$ cat src/rtl/lp_rtc_pkg.sv
package lp_rtc_pkg;
  localparam int unsigned CNT_W   = 47;
  localparam int unsigned DATA_W  = 32;
  localparam int unsigned LO_W    = 32;
  localparam int unsigned HI_W    = CNT_W - LO_W;
  localparam int unsigned WORD_W  = 10;
  localparam logic [WORD_W-1:0] WRD_HI   = 10'h009; // byte 0x24
  localparam logic [WORD_W-1:0] WRD_LO   = 10'h00A; // byte 0x28
  localparam logic [WORD_W-1:0] WRD_CTRL = 10'h00E; // byte 0x38
  localparam int unsigned PWR_EN_BIT  = 5;
  localparam int unsigned PWR_OFF_BIT = 6;
endpackage

$ cat src/rtl/lp_rtc_prescaler.sv
module lp_rtc_prescaler #(
  parameter int unsigned TICK_DIV = 6104
) (
  input  logic clk_i,
  input  logic rst_ni,
  output logic tick_o
);
  localparam int unsigned PW = (TICK_DIV > 1) ? $clog2(TICK_DIV) : 1;
  localparam logic [PW-1:0] LAST = PW'(TICK_DIV - 1);

  logic [PW-1:0] phase_q;

  assign tick_o = (phase_q == LAST);

  always_ff @(posedge clk_i or negedge rst_ni) begin
    if (!rst_ni)     phase_q <= '0;
    else if (tick_o) phase_q <= '0;
    else             phase_q <= phase_q + 1'b1;
  end

  p_phase_range_r1: assert property (@(posedge clk_i) disable iff (!rst_ni)
    phase_q <= LAST);

  generate
    if (TICK_DIV > 1) begin : g_multi
      p_tick_single_r1: assert property (@(posedge clk_i) disable iff (!rst_ni)
        tick_o |=> !tick_o);
    end
  endgenerate
endmodule

$ cat src/rtl/lp_rtc_counter.sv
module lp_rtc_counter
  import lp_rtc_pkg::*;
(
  input  logic              clk_i,
  input  logic              rst_ni,
  input  logic              tick_i,
  input  logic              wr_hi_i,
  input  logic              wr_lo_i,
  input  logic [DATA_W-1:0] wdata_i,
  output logic [CNT_W-1:0]  cnt_o
);
  logic [CNT_W-1:0] cnt_q, cnt_d;

  // Writes win over a coincident tick.
  always_comb begin
    cnt_d = cnt_q;
    if (wr_hi_i)      cnt_d = {wdata_i[HI_W-1:0], cnt_q[LO_W-1:0]};
    else if (wr_lo_i) cnt_d = {cnt_q[CNT_W-1:LO_W], wdata_i[LO_W-1:0]};
    else if (tick_i)  cnt_d = cnt_q + 1'b1;
  end

  always_ff @(posedge clk_i or negedge rst_ni) begin
    if (!rst_ni) cnt_q <= '0;
    else         cnt_q <= cnt_d;
  end

  assign cnt_o = cnt_q;

  p_inc_r1: assert property (@(posedge clk_i) disable iff (!rst_ni)
    (tick_i && !wr_hi_i && !wr_lo_i) |=> (cnt_q == $past(cnt_q) + 1'b1));
  p_idle_r1: assert property (@(posedge clk_i) disable iff (!rst_ni)
    (!tick_i && !wr_hi_i && !wr_lo_i) |=> $stable(cnt_q));
  p_hi_wr_r4: assert property (@(posedge clk_i) disable iff (!rst_ni)
    wr_hi_i |=> (cnt_q[LO_W-1:0] == $past(cnt_q[LO_W-1:0]))
             && (cnt_q[CNT_W-1:LO_W] == $past(wdata_i[HI_W-1:0])));
  p_lo_wr_r5: assert property (@(posedge clk_i) disable iff (!rst_ni)
    wr_lo_i |=> (cnt_q[CNT_W-1:LO_W] == $past(cnt_q[CNT_W-1:LO_W]))
             && (cnt_q[LO_W-1:0] == $past(wdata_i)));
  p_wrap_r9: assert property (@(posedge clk_i) disable iff (!rst_ni)
    (tick_i && !wr_hi_i && !wr_lo_i && (&cnt_q)) |=> (cnt_q == '0));
  p_wr_excl_r8: assert property (@(posedge clk_i) disable iff (!rst_ni)
    !(wr_hi_i && wr_lo_i));
endmodule

$ cat src/rtl/lp_rtc_regs.sv
module lp_rtc_regs
  import lp_rtc_pkg::*;
#(
  parameter int unsigned ADDR_W = 12
) (
  input  logic              clk_i,
  input  logic              rst_ni,
  input  logic              req_i,
  input  logic              we_i,
  input  logic [ADDR_W-1:0] addr_i,
  input  logic [DATA_W-1:0] wdata_i,
  input  logic [CNT_W-1:0]  cnt_i,
  output logic [DATA_W-1:0] rdata_o,
  output logic              wr_hi_o,
  output logic              wr_lo_o,
  output logic              poweroff_o
);
  logic [WORD_W-1:0] word;
  logic              sel_hi, sel_lo, sel_ctrl, wr_ctrl, off_req;
  logic [DATA_W-1:0] ctrl_q;
  logic              pwr_q;

  assign word     = addr_i[WORD_W+1:2];
  assign sel_hi   = (word == WRD_HI);
  assign sel_lo   = (word == WRD_LO);
  assign sel_ctrl = (word == WRD_CTRL);

  assign wr_hi_o  = req_i && we_i && sel_hi;
  assign wr_lo_o  = req_i && we_i && sel_lo;
  assign wr_ctrl  = req_i && we_i && sel_ctrl;
  assign off_req  = wr_ctrl && wdata_i[PWR_EN_BIT] && wdata_i[PWR_OFF_BIT];

  always_comb begin
    rdata_o = '0;
    if (sel_hi)        rdata_o[HI_W-1:0] = cnt_i[CNT_W-1:LO_W];
    else if (sel_lo)   rdata_o           = cnt_i[LO_W-1:0];
    else if (sel_ctrl) rdata_o           = ctrl_q;
  end

  always_ff @(posedge clk_i or negedge rst_ni) begin
    if (!rst_ni) begin
      ctrl_q <= '0;
      pwr_q  <= 1'b0;
    end else begin
      if (wr_ctrl) ctrl_q <= wdata_i;
      pwr_q <= off_req;
    end
  end

  assign poweroff_o = pwr_q;

  p_ctrl_hold_r6: assert property (@(posedge clk_i) disable iff (!rst_ni)
    !wr_ctrl |=> $stable(ctrl_q));
  p_ctrl_load_r6: assert property (@(posedge clk_i) disable iff (!rst_ni)
    wr_ctrl |=> (ctrl_q == $past(wdata_i)));
  p_pwr_cause_r7: assert property (@(posedge clk_i) disable iff (!rst_ni)
    poweroff_o |-> $past(req_i && we_i && sel_ctrl
                         && wdata_i[PWR_EN_BIT] && wdata_i[PWR_OFF_BIT]));
  p_unmapped_zero_r8: assert property (@(posedge clk_i) disable iff (!rst_ni)
    (!sel_hi && !sel_lo && !sel_ctrl) |-> (rdata_o == '0));
  p_hi_upper_zero_r2: assert property (@(posedge clk_i) disable iff (!rst_ni)
    sel_hi |-> (rdata_o[DATA_W-1:HI_W] == '0));
endmodule

$ cat src/rtl/lp_rtc_top.sv
module lp_rtc_top
  import lp_rtc_pkg::*;
#(
  parameter int unsigned TICK_DIV = 6104,
  parameter int unsigned ADDR_W   = 12
) (
  input  logic              clk_i,
  input  logic              rst_ni,
  input  logic              req_i,
  input  logic              we_i,
  input  logic [ADDR_W-1:0] addr_i,
  input  logic [31:0]       wdata_i,
  output logic [31:0]       rdata_o,
  output logic              poweroff_o
);
  logic             tick, wr_hi, wr_lo;
  logic [CNT_W-1:0] cnt;

  lp_rtc_prescaler #(.TICK_DIV(TICK_DIV)) i_presc (
    .clk_i (clk_i),
    .rst_ni(rst_ni),
    .tick_o(tick)
  );

  lp_rtc_counter i_cnt (
    .clk_i  (clk_i),
    .rst_ni (rst_ni),
    .tick_i (tick),
    .wr_hi_i(wr_hi),
    .wr_lo_i(wr_lo),
    .wdata_i(wdata_i),
    .cnt_o  (cnt)
  );

  lp_rtc_regs #(.ADDR_W(ADDR_W)) i_regs (
    .clk_i     (clk_i),
    .rst_ni    (rst_ni),
    .req_i     (req_i),
    .we_i      (we_i),
    .addr_i    (addr_i),
    .wdata_i   (wdata_i),
    .cnt_i     (cnt),
    .rdata_o   (rdata_o),
    .wr_hi_o   (wr_hi),
    .wr_lo_o   (wr_lo),
    .poweroff_o(poweroff_o)
  );
endmodule

$ cat config.mk
export PLATFORM = sky130hd
export DESIGN_NAME = lp_rtc_top
export DESIGN_NICKNAME = d
export VERILOG_FILES = /design/src/rtl/lp_rtc_pkg.sv /design/src/rtl/lp_rtc_prescaler.sv /design/src/rtl/lp_rtc_counter.sv /design/src/rtl/lp_rtc_regs.sv /design/src/rtl/lp_rtc_top.sv
export SDC_FILE = /design/constraint.sdc
export NUM_CORES = 1
export LEC_CHECK = 0
export BUFFER_PORTS_ARGS = -buffer_cell sky130_fd_sc_hd__buf_4
export CELL_PAD_IN_SITES_DETAIL_PLACEMENT = 0
export CELL_PAD_IN_SITES_GLOBAL_PLACEMENT = 1
export CORE_ASPECT_RATIO = 0.7
export CORE_MARGIN = 3
export CORE_UTILIZATION = 44
export CTS_CLUSTER_DIAMETER = 60
export DETAILED_ROUTE_END_ITERATION = 7
export PLACE_DENSITY = 0.9
export SLEW_MARGIN = 20
export SYNTH_ARGS = -nofsm -noshare
export SYNTH_HDL_FRONTEND = slang
export SYNTH_SLANG_ARGS = --single-unit
$ cat constraint.sdc
create_clock -name clk_i -period 2.5 [get_ports clk_i]
set_input_delay 0.375 -clock clk_i [delete_from_list [all_inputs] [get_ports clk_i]]
set_output_delay 0.375 -clock clk_i [all_outputs]
set_load 0.01 [all_outputs]
==> results.yml, run 1 <==
layout:
  fin_area_um2: 6534
  drive_gt1_share_pct: 25.77
  nFillCells: 985
  finalNetCount: 693
  diodes: 0
  area_growth_pct: 26.32
  final_common_cell: "buf_4"
  final_cell_mix: "120 x buf_4, 93 x dfrtp_1, 63 x a21oi_1"
  stdcell_count: 801
placed_design:
  numPlacedInstances: 782
  placed_cell_area_um2: 6207
  port-buffer-count: 78
  gp_congestion: 0.8856
  post-place-ws_ns: -0.1085
  hpwl_um: 10880
power_and_ir_drop:
  total_leakage_power_nw: 3.162
  power_mw: 2.971
  ir_drop_uv: 286.2
  p_per_area_nw_per_um2: 454.8
logic_synthesis:
  synth_area_um2: 5172
  synth-edff-count: 0
  synth_cells: 537
  synth_seq_area_share_pct: 44.99
  synth_fp_nets: 587
  synth-seq-cells: 93
  synth.distinct_cells: 52
  async_flop_share_pct: 100.0
  synth-main-ff-cell: "dfrtp_1"
  syn_avg_cell_area_um2: 9.632
  yosys_warnings: 0
floorplan:
  core_um2: 11250
  die_x_um: 135.6
  row_count: 32
  die_h_um: 96.72
  die_area_um2: 13110
  num_io_pins: 81
  initial_core_util_pct: 45.97
worst_setup_path:
  crit_chain: "buf_4 > or4_1 > buf_4 > nor3_4 > buf_4 > a222oi_1 > inv_1 > buf_4"
  worst_path_most_repeated_cell: "buf_4"
  max_stage_delay_ns: 0.52
  crit_buf_inv: 5
  ff2ff_path_depth: 9
  critPathTopFamily: "simple AND/OR/NAND/NOR gates"
  crit_type: "in -> out"
  worst_ep_arrival_time_ns: 2.10
  r2r_slack_ns: 0.19
  critPathCaptureType: "output pin"
  cp_slowest_cell: "or4_1"
  crit_required_ns: 2.12
  worstSetupStartpointType: "input port"
  path_max_fanout: 14
  cp_num_cells: 8
sta:
  slew_violations: 0
  whs_ns: 0.01658
  period_needed_ns: 2.470
  setup_violations: 0
  finClkSkew_ns: 0.004928
  layout_setup_ws_ns: 0.02972
  worst_slew_pin_slew_ns: 0.5763
  rsz0062_at_grt: "yes"
  timing.final.crit_share_pct: 98.81
  fmax_ghz: 0.4048
  relSlewSlack_pct: 61.58
  hold_viol_final: 0
clock_network:
  cts-buffers-inserted: 9
  clock-root-buffer: "clkbuf_16"
  clock_latency_ns: 0.35
  cts_tree: "yes"
  cts_sinks: 93
  path_clk_slew_ns: 0.07
  holdBufCountCts: 0
  clock_path_buffers: 2
  htree_levels: 3
global_routing:
  grt_antenna_before_repair: 0
  grt_first_pass_wirelength_um: 24140
  grt_pass1_vias: 4554
  grt_overflow: 0
  grt_max_degree: 53
  grt.total_usage_pct: 23.06
route:
  routedWlPerCell_um: 18.81
  postRouteAntennaNets: 0
  first_pass_iters: 6
  vias: 4841
  wl_um: 15070
  drc: 0
  vias_per_cell: 6.044
  drt_iter0_drc: 514
worst_hold_path:
  hp-class: "in -> async"
status:
  status: "finished clean"
run:
  cap_violations: 0
[kinds of logic after synthesis]
family                     count (synthesis)  synth area share [%]
DFF                                       93                 44.99
muxes                                     35                 7.547
AOI/OAI and AO/OA                        151                 18.72
xor gates and xnor gates                  25                 4.233
and+or+nand+nor                          182                 20.13
adders and majority gates                  2                0.4837
buffers and inverters                     49                 3.894
[path summary, 6_finish.rpt]
kind                                         start            endpoint
worst max-delay path                     addr_i[7]         rdata_o[13]
worst min-delay path                        rst_ni   i_regs.ctrl_q[26]
worst max register to register  i_presc.phase_q[0]     i_cnt.cnt_o[46]
worst min register to register  i_presc.phase_q[9]  i_presc.phase_q[9]
max in group asynchronous                   rst_ni     i_cnt.cnt_o[42]
min in group clk_i                     wdata_i[15]     i_cnt.cnt_o[15]
[per-layer routing]
layer / GRT usage [%] / vias to the layer above / routed length [µm]
met2: 31.88 / 257 / 6410
met3: 5.613 / 11 / 1502
met4: 4.415 / 0 / 113
met1: 36.63 / 2357 / 7039
met5: 0 / - / 0
li1: - / 2216 / -
[registers in the layout, indices dropped and copies added (netlist names)]
name               count
i_regs.poweroff_o      1
i_regs.ctrl_q         32
i_cnt.cnt_o           47
i_presc.phase_q       13
[layout make-up]
class | count | area [µm²] | area share, %
clock buffers | 12 | 256.5 | 3.926
inverters | 18 | 67.56 | 1.034
multi-input cells | 395 | 2665 | 40.79
clock inverters | 4 | 22.52 | 0.3447
flip-flops and latches | 93 | 2327 | 35.62
well taps | 153 | 191.4 | 2.930
repair buffers | 126 | 1003 | 15.36
[metrics by stage]
stage	utilization (%)	setup TNS [ns]
2_1_floorplan	-	0
3_3_place_gp	55.17	-0.1502
3_5_place_dp	55.17	-0.2510
4_1_cts	57.75	0
5_1_grt	58.07	-0.2931
6_report	58.07	0
[cell usage after synthesis, drive strengths merged (2+ instances only)]
cell	n	area [µm²]
dfrtp	93	2327
a21oi	64	324.1
nand2	42	157.7
nand3	34	180.2
nor2	33	123.9
mux2	32	360.3
o21ai	28	140.1
clkbuf	23	86.33
xor2	22	192.7
a22o	19	166.4
inv	18	67.56
a222oi	15	150.1
nand4	15	93.84
and3	12	75.07
o22ai	10	62.56
nor3	9	78.83
buf	8	47.54
nor4	6	80.07
and2	5	31.28
and4	5	43.79
or2	5	31.28
or4	5	45.04
nand2b	4	25.02
mux2i	3	30.03
o31ai	3	22.52
o32ai	3	26.28
xnor2	3	26.28
a221o	2	20.02
ha	2	25.02
or3	2	12.51
or4b	2	20.02
[repair_timing]
action                     in CTS  in global routing
resized for setup               2                  3
setup buffers                   0                  3
setup endpoints to repair       5                 34
pin swaps                       0                  1
[where the power goes]
| group | leakage (nW) | switching, mW | internal [mW] | total [mW] |
|---|---|---|---|---|
| Combinational | 1.83 | 0.0750 | 0.0620 | 0.137 |
| Sequential | 1.19 | 0.00998 | 1.51 | 1.52 |
| Clock | 0.138 | 0.586 | 0.724 | 1.31 |
| Total | 3.16 | 0.671 | 2.30 | 2.97 |
Note: power is estimated with default switching activity, not from simulation.
==> run 2, diff against run 1 <==
--- a/config.mk
+++ b/config.mk
@@ -9,11 +9,10 @@
 export CELL_PAD_IN_SITES_DETAIL_PLACEMENT = 0
 export CELL_PAD_IN_SITES_GLOBAL_PLACEMENT = 1
 export CORE_ASPECT_RATIO = 0.7
-export CORE_MARGIN = 3
-export CORE_UTILIZATION = 44
+export CORE_UTILIZATION = 47
 export CTS_CLUSTER_DIAMETER = 60
 export DETAILED_ROUTE_END_ITERATION = 7
-export PLACE_DENSITY = 0.9
+export PLACE_DENSITY = 0.95
 export SLEW_MARGIN = 20
 export SYNTH_ARGS = -nofsm -noshare
 export SYNTH_HDL_FRONTEND = slang
==> constraint.sdc (replaced) <==
create_clock -name clk_i -period 3.1 [get_ports clk_i]
set_input_delay 0.465 -clock clk_i [delete_from_list [all_inputs] [get_ports clk_i]]
set_output_delay 0.465 -clock clk_i [all_outputs]
set_load 0.01 [all_outputs]
==> run 2 against run 1 <==
Effect of this change: via count shrank 1.7%; first-iteration DRC count shrank 6.2%; flip-flop and latch count is the same; clock skew grew 0.0039 ns; non-clock buffer count shrank 21; clock power grew 5%; wire length shrank 3.1%.
==> results.yml, run 2 (synthesized netlist as in run 1, its figures left out) <==
worst_setup_path:
  crit_required_ns: 2.63
  cp-startpoint: "addr_i[7]"
  crit_type: "in -> out"
  critPathCaptureType: "output pin"
  worstSetupStartpointType: "input port"
  path_max_fanout: 14
  worst_ep_arrival_time_ns: 2.39
  r2r_start: "i_presc.phase_q[0]"
floorplan:
  initial_core_util_pct: 49.21
  row_count: 31
  num_io_pins: 81
  core_um2: 10510
  die_area_um2: 11440
  die_x_um: 127.4
  die_h_um: 89.77
layout:
  largest_reg_flops: 47
  drive_gt1_share_pct: 23.13
  area_growth_pct: 23.71
  final_util_pct: 60.87
  diodes: 0
  final_cell_mix: "104 x buf_4, 93 x dfrtp_1, 63 x a21oi_1"
  finalNetCount: 672
  final_common_cell: "buf_4"
global_routing:
  grt.total_usage_pct: 26.65
  grt_pass1_vias: 4523
  grt_overflow: 0
  grt_first_pass_wirelength_um: 23830
  grt_max_degree: 54
  grt_antenna_before_repair: 0
sta:
  hold_viol_final: 0
  slew_violations: 0
  timing.final.crit_share_pct: 92.06
  period_needed_ns: 2.854
  rsz0062_at_grt: "no"
  finClkSkew_ns: 0.008785
  finalSetupTns_ns: 0
  setup_violations: 0
  fmax_ghz: 0.3504
  worst_slew_pin_slew_ns: 0.6934
  relSlewSlack_pct: 53.77
power_and_ir_drop:
  total_leakage_power_nw: 3.071
  p_per_area_nw_per_um2: 422.6
  ir_drop_uv: 348.4
clock_network:
  cts_sinks: 93
  holdBufCountCts: 0
  path_clk_slew_ns: 0.07
  cts-resized-gates: 0
  clock_path_buffers: 2
  cts_setup_buffers: 0
  clock-root-buffer: "clkbuf_16"
  cts-buffers-inserted: 9
  cts_tree: "yes"
  clock_latency_ns: 0.35
  htree_levels: 3
run:
  cap_violations: 0
worst_hold_path:
  hp-class: "in -> async"
route:
  vias: 4758
  wl_um: 14600
  routedWlPerCell_um: 18.84
  first_pass_iters: 5
  vias_per_cell: 6.139
  postRouteAntennaNets: 0
  drt_iter0_drc: 482
  drc: 0
placed_design:
  gp_congestion: 0.9288
  port-buffer-count: 78
  hpwl_um: 10320
status:
  status: "finished clean"
[run 2: area by class of cell]
type	count	area [µm²]
Multi-Input combinational cell	395	2648
Timing Repair Buffer	105	800.8
Fill cell	891	4113
Tap cell	148	185.2
Sequential cell	93	2327
Clock inverter	7	145.1
Clock buffer	9	225.2
Inverter	18	67.56
[run 2: routing by layer]
layer,part of all wire [%],vias to the layer above,GRT usage [%]
met2,43,251,38.11
met3,9.8,18,7.202
met5,0,-,0
li1,-,2165,-
met1,46,2324,39.68
met4,1.3,0,6.647
[run 2: critical path, stage by stage]
cell and delay (ns):
buf_4 0.11, or4_1 0.76, nor3_4 0.40, buf_4 0.30, a222oi_1 0.17, inv_1 0.08
buf_4 0.11
[run 2: through the flow]
stage	cells	power (mW)	instance area (µm²)	worst slack [ns]	hold WS (ns)
6_report	775	2.704	6399	0.2461	0.1575
5_1_grt	775	2.781	6399	0.2017	0.2160
4_1_cts	775	2.719	6399	0.2731	0.1777
3_5_place_dp	759	1.361	6028	0.2310	0.4788
3_3_place_gp	759	1.357	6028	0.2808	0.4687
2_1_floorplan	537	1.270	5172	0.6640	0.1694
[run 2: worst paths after layout]
path	endpoint	slack, ns	depth (start not counted)
max	rdata_o[13]	0.25	7
min	i_presc.phase_q[11]	0.16	1
max reg2reg	i_cnt.cnt_o[43]	0.73	9
min reg2reg	i_presc.phase_q[0]	0.49	1
max in group asynchronous	i_cnt.cnt_o[6]	2.18	2
min in group clk_i	i_regs.ctrl_q[19]	0.34	2
[run 2: power by group]
group / total, mW / leakage (nW) / internal, mW / switching, mW
clock network: 1.37 / 0.176 / 0.874 / 0.492
logic: 0.108 / 1.70 / 0.0481 / 0.0601
registers: 1.23 / 1.19 / 1.22 / 0.00827
total: 2.70 / 3.07 / 2.14 / 0.561
==> run 3, diff against run 2 <==
--- a/config.mk
+++ b/config.mk
@@ -5,15 +5,15 @@
 export SDC_FILE = /design/constraint.sdc
 export NUM_CORES = 1
 export LEC_CHECK = 0
+export ABC_AREA = 1
 export BUFFER_PORTS_ARGS = -buffer_cell sky130_fd_sc_hd__buf_4
 export CELL_PAD_IN_SITES_DETAIL_PLACEMENT = 0
 export CELL_PAD_IN_SITES_GLOBAL_PLACEMENT = 1
 export CORE_ASPECT_RATIO = 0.7
-export CORE_UTILIZATION = 47
+export CORE_UTILIZATION = 45
 export CTS_CLUSTER_DIAMETER = 60
 export DETAILED_ROUTE_END_ITERATION = 7
 export PLACE_DENSITY = 0.95
-export SLEW_MARGIN = 20
 export SYNTH_ARGS = -nofsm -noshare
 export SYNTH_HDL_FRONTEND = slang
 export SYNTH_SLANG_ARGS = --single-unit
==> run 3 against run 2 <==
Effect of this change: largest cell class unchanged; cell area is 20% higher; global-route usage is 4.0 points higher; via count is 49% higher; critical path type unchanged; sequential share of layout area is 6.0 points lower; final cell count is 69% higher; clock power is 12% lower; non-clock buffer count is 15 lower; highest routed layer unchanged; die area is 33% higher; wire length is 51% higher; sequential power hardly changed.
==> results.yml, run 3 <==
floorplan:
  row_count: 36
  num_io_pins: 81
  core_um2: 14100
  die_h_um: 103.3
  initial_core_util_pct: 46.83
  die_x_um: 146.8
  die_area_um2: 15170
logic_synthesis:
  synth_seq_area_share_pct: 35.25
  synth_fp_nets: 1097
  synth_area_um2: 6603
  synth-edff-count: 0
  synth-seq-cells: 93
  yosys_warnings: 0
  synth-main-ff-cell: "dfrtp_1"
  synth_area_leaders: "dfrtp_1 35%, nand2_1 22%, nand3_1 8.7%"
  synth_top_area_cell: "dfrtp_1"
  syn_avg_cell_area_um2: 6.306
  async_flop_share_pct: 100.0
  synthTopCellsByCount: "388 x nand2_1, 137 x nor2_1, 115 x nand3_1, 103 x inv_1, 93 x dfrtp_1"
  netlist.area_leader.share_pct: 35.25
  synth_cells: 1047
  synth.distinct_cells: 35
  yosysMostFrequentCell: "nand2_1"
clock_network:
  cts-buffers-inserted: 9
  clock-root-buffer: "clkbuf_16"
  path_clk_slew_ns: 0.07
  cts_setup_buffers: 0
  cts_sinks: 93
  clock_path_buffers: 2
  cts-resized-gates: 0
  clock_latency_ns: 0.36
  holdBufCountCts: 0
  cts_tree: "yes"
  htree_levels: 3
sta:
  finalSetupTns_ns: 0
  rsz0062_at_grt: "no"
  slew_violations: 0
  hold_viol_final: 0
  period_needed_ns: 2.453
  timing.final.crit_share_pct: 79.14
  setup_violations: 0
  relSlewSlack_pct: 48.56
  fmax_ghz: 0.4076
  worst_slew_pin_slew_ns: 0.7688
  finClkSkew_ns: 0.007502
layout:
  final_common_cell: "nand2_1"
  stdcell_count: 1312
  final_util_pct: 54.41
  final_cell_mix: "388 x nand2_1, 137 x nor2_1, 115 x nand3_1"
  drive_gt1_share_pct: 12.39
  nFillCells: 1488
  diodes: 0
  largest_reg_flops: 47
  finalNetCount: 1167
  fin_area_um2: 7671
  area_growth_pct: 16.18
power_and_ir_drop:
  total_leakage_power_nw: 4.233
  p_int_mw: 1.964
  p_switching_mw: 0.6714
  power_mw: 2.635
  p_per_area_nw_per_um2: 343.5
  ir_drop_uv: 277.4
  power_frac_seq_pct: 46.8
  swShare_pct: 25.48
  p_clk_share_pct: 45.8
  p_comb_share_pct: 7.4
global_routing:
  grt_max_degree: 50
  grt_overflow: 0
  grt_antenna_before_repair: 0
  grt_pass1_vias: 6348
  grt.total_usage_pct: 30.60
  grt_first_pass_wirelength_um: 35190
worst_setup_path:
  worstSetupStartpointType: "input port"
  r2r_start: "i_cnt.cnt_o[0]"
  path_max_fanout: 38
  critPathCaptureType: "output pin"
  worst_ep_arrival_time_ns: 1.99
  crit_type: "in -> out"
  crit_chain: "buf_4 > nor2_4 > nand2_1 > nor4_4 > buf_4 > nand2_1 > o21ai_0 > buf_4"
  cp-startpoint: "addr_i[11]"
  critPathTopFamily: "simple AND/OR/NAND/NOR gates"
  crit_buf_inv: 3
  crit_required_ns: 2.63
  cp_slowest_cell: "buf_4"
  max_stage_delay_ns: 0.41
  worst_path_most_repeated_cell: "buf_4"
status:
  status: "finished clean"
route:
  vias_per_cell: 5.402
  drt_iter0_drc: 592
  first_pass_iters: 5
  drc: 0
  postRouteAntennaNets: 0
  wl_um: 22010
  routedWlPerCell_um: 16.77
  vias: 7088
placed_design:
  placed_cell_area_um2: 7355
  hpwl_um: 16810
  port-buffer-count: 78
  gp_congestion: 1.004
  numPlacedInstances: 1296
worst_hold_path:
  hp-class: "in -> async"
run:
  cap_violations: 0
## run 3: changes by cell type after synthesis, moves of 14 or more
cell      delta
nand2_1    +346
nor2_1     +104
inv_1       +85
nand3_1     +83
mux2_1      -27
a21oi_1     -25
nand4_1     +21
a22o_1      -19
xor2_1      -19
a222oi_1    -15
clkbuf_1    -14
## run 3: power by group through the flow
stage	registers [mW]	logic (mW)	clock network [mW]
6_report	1.23	0.195	1.21
5_1_grt	1.23	0.217	1.26
4_1_cts	1.23	0.195	1.21
3_5_place_dp	1.26	0.194	0
3_3_place_gp	1.26	0.193	0
2_1_floorplan	1.25	0.0800	0
## run 3: stage by stage
step / setup slack, ns / hold WS, ns
after floorplan: 1.028 / 0.1694
after global placement: 0.6741 / 0.4537
after detailed placement: 0.6385 / 0.4588
after CTS: 0.6311 / 0.1589
after global routing: 0.5254 / 0.1868
final: 0.6466 / 0.1364
## run 3: per-layer routing
layer / vias to the layer above / global-route usage (%) / part of all wire [%]
li1: 3486 / - / -
met1: 3286 / 46.13 / 50
met2: 282 / 43.67 / 40
met3: 34 / 6.096 / 8.7
met4: 0 / 9.375 / 2.0
met5: - / 0 / 0
## run 3: logic make-up after synthesis
kind of cell	synth area share, %
simple gates	47.22
buf+inv	8.888
compound gates	7.334
flops	35.25
xor+xnor	0.9286
fa+ha+maj	0.3789
## run 3: cell type report
| class | instances | area, µm² | share of cell area (%) |
|---|---|---|---|
| clock buffer | 11 | 252.7 | 3.295 |
| timing repair buffer | 90 | 688.2 | 8.971 |
| sequential | 93 | 2327 | 30.34 |
| multi-input combinational | 816 | 3697 | 48.20 |
| tap | 190 | 237.7 | 3.099 |
| clock inverter | 5 | 63.81 | 0.8318 |
| inverter | 107 | 404.1 | 5.268 |
## run 3: worst paths after layout
check,endpoint,slack [ns],depth (start not counted)
setup / recovery,rdata_o[15],0.65,8
max in group asynchronous,i_cnt.cnt_o[27],2.27,2
hold reg to reg,i_regs.ctrl_q[12],0.47,2
min in group clk_i,i_regs.ctrl_q[25],0.34,3
hold / removal,i_presc.phase_q[4],0.14,1
setup reg to reg,i_cnt.cnt_o[32],0.83,10
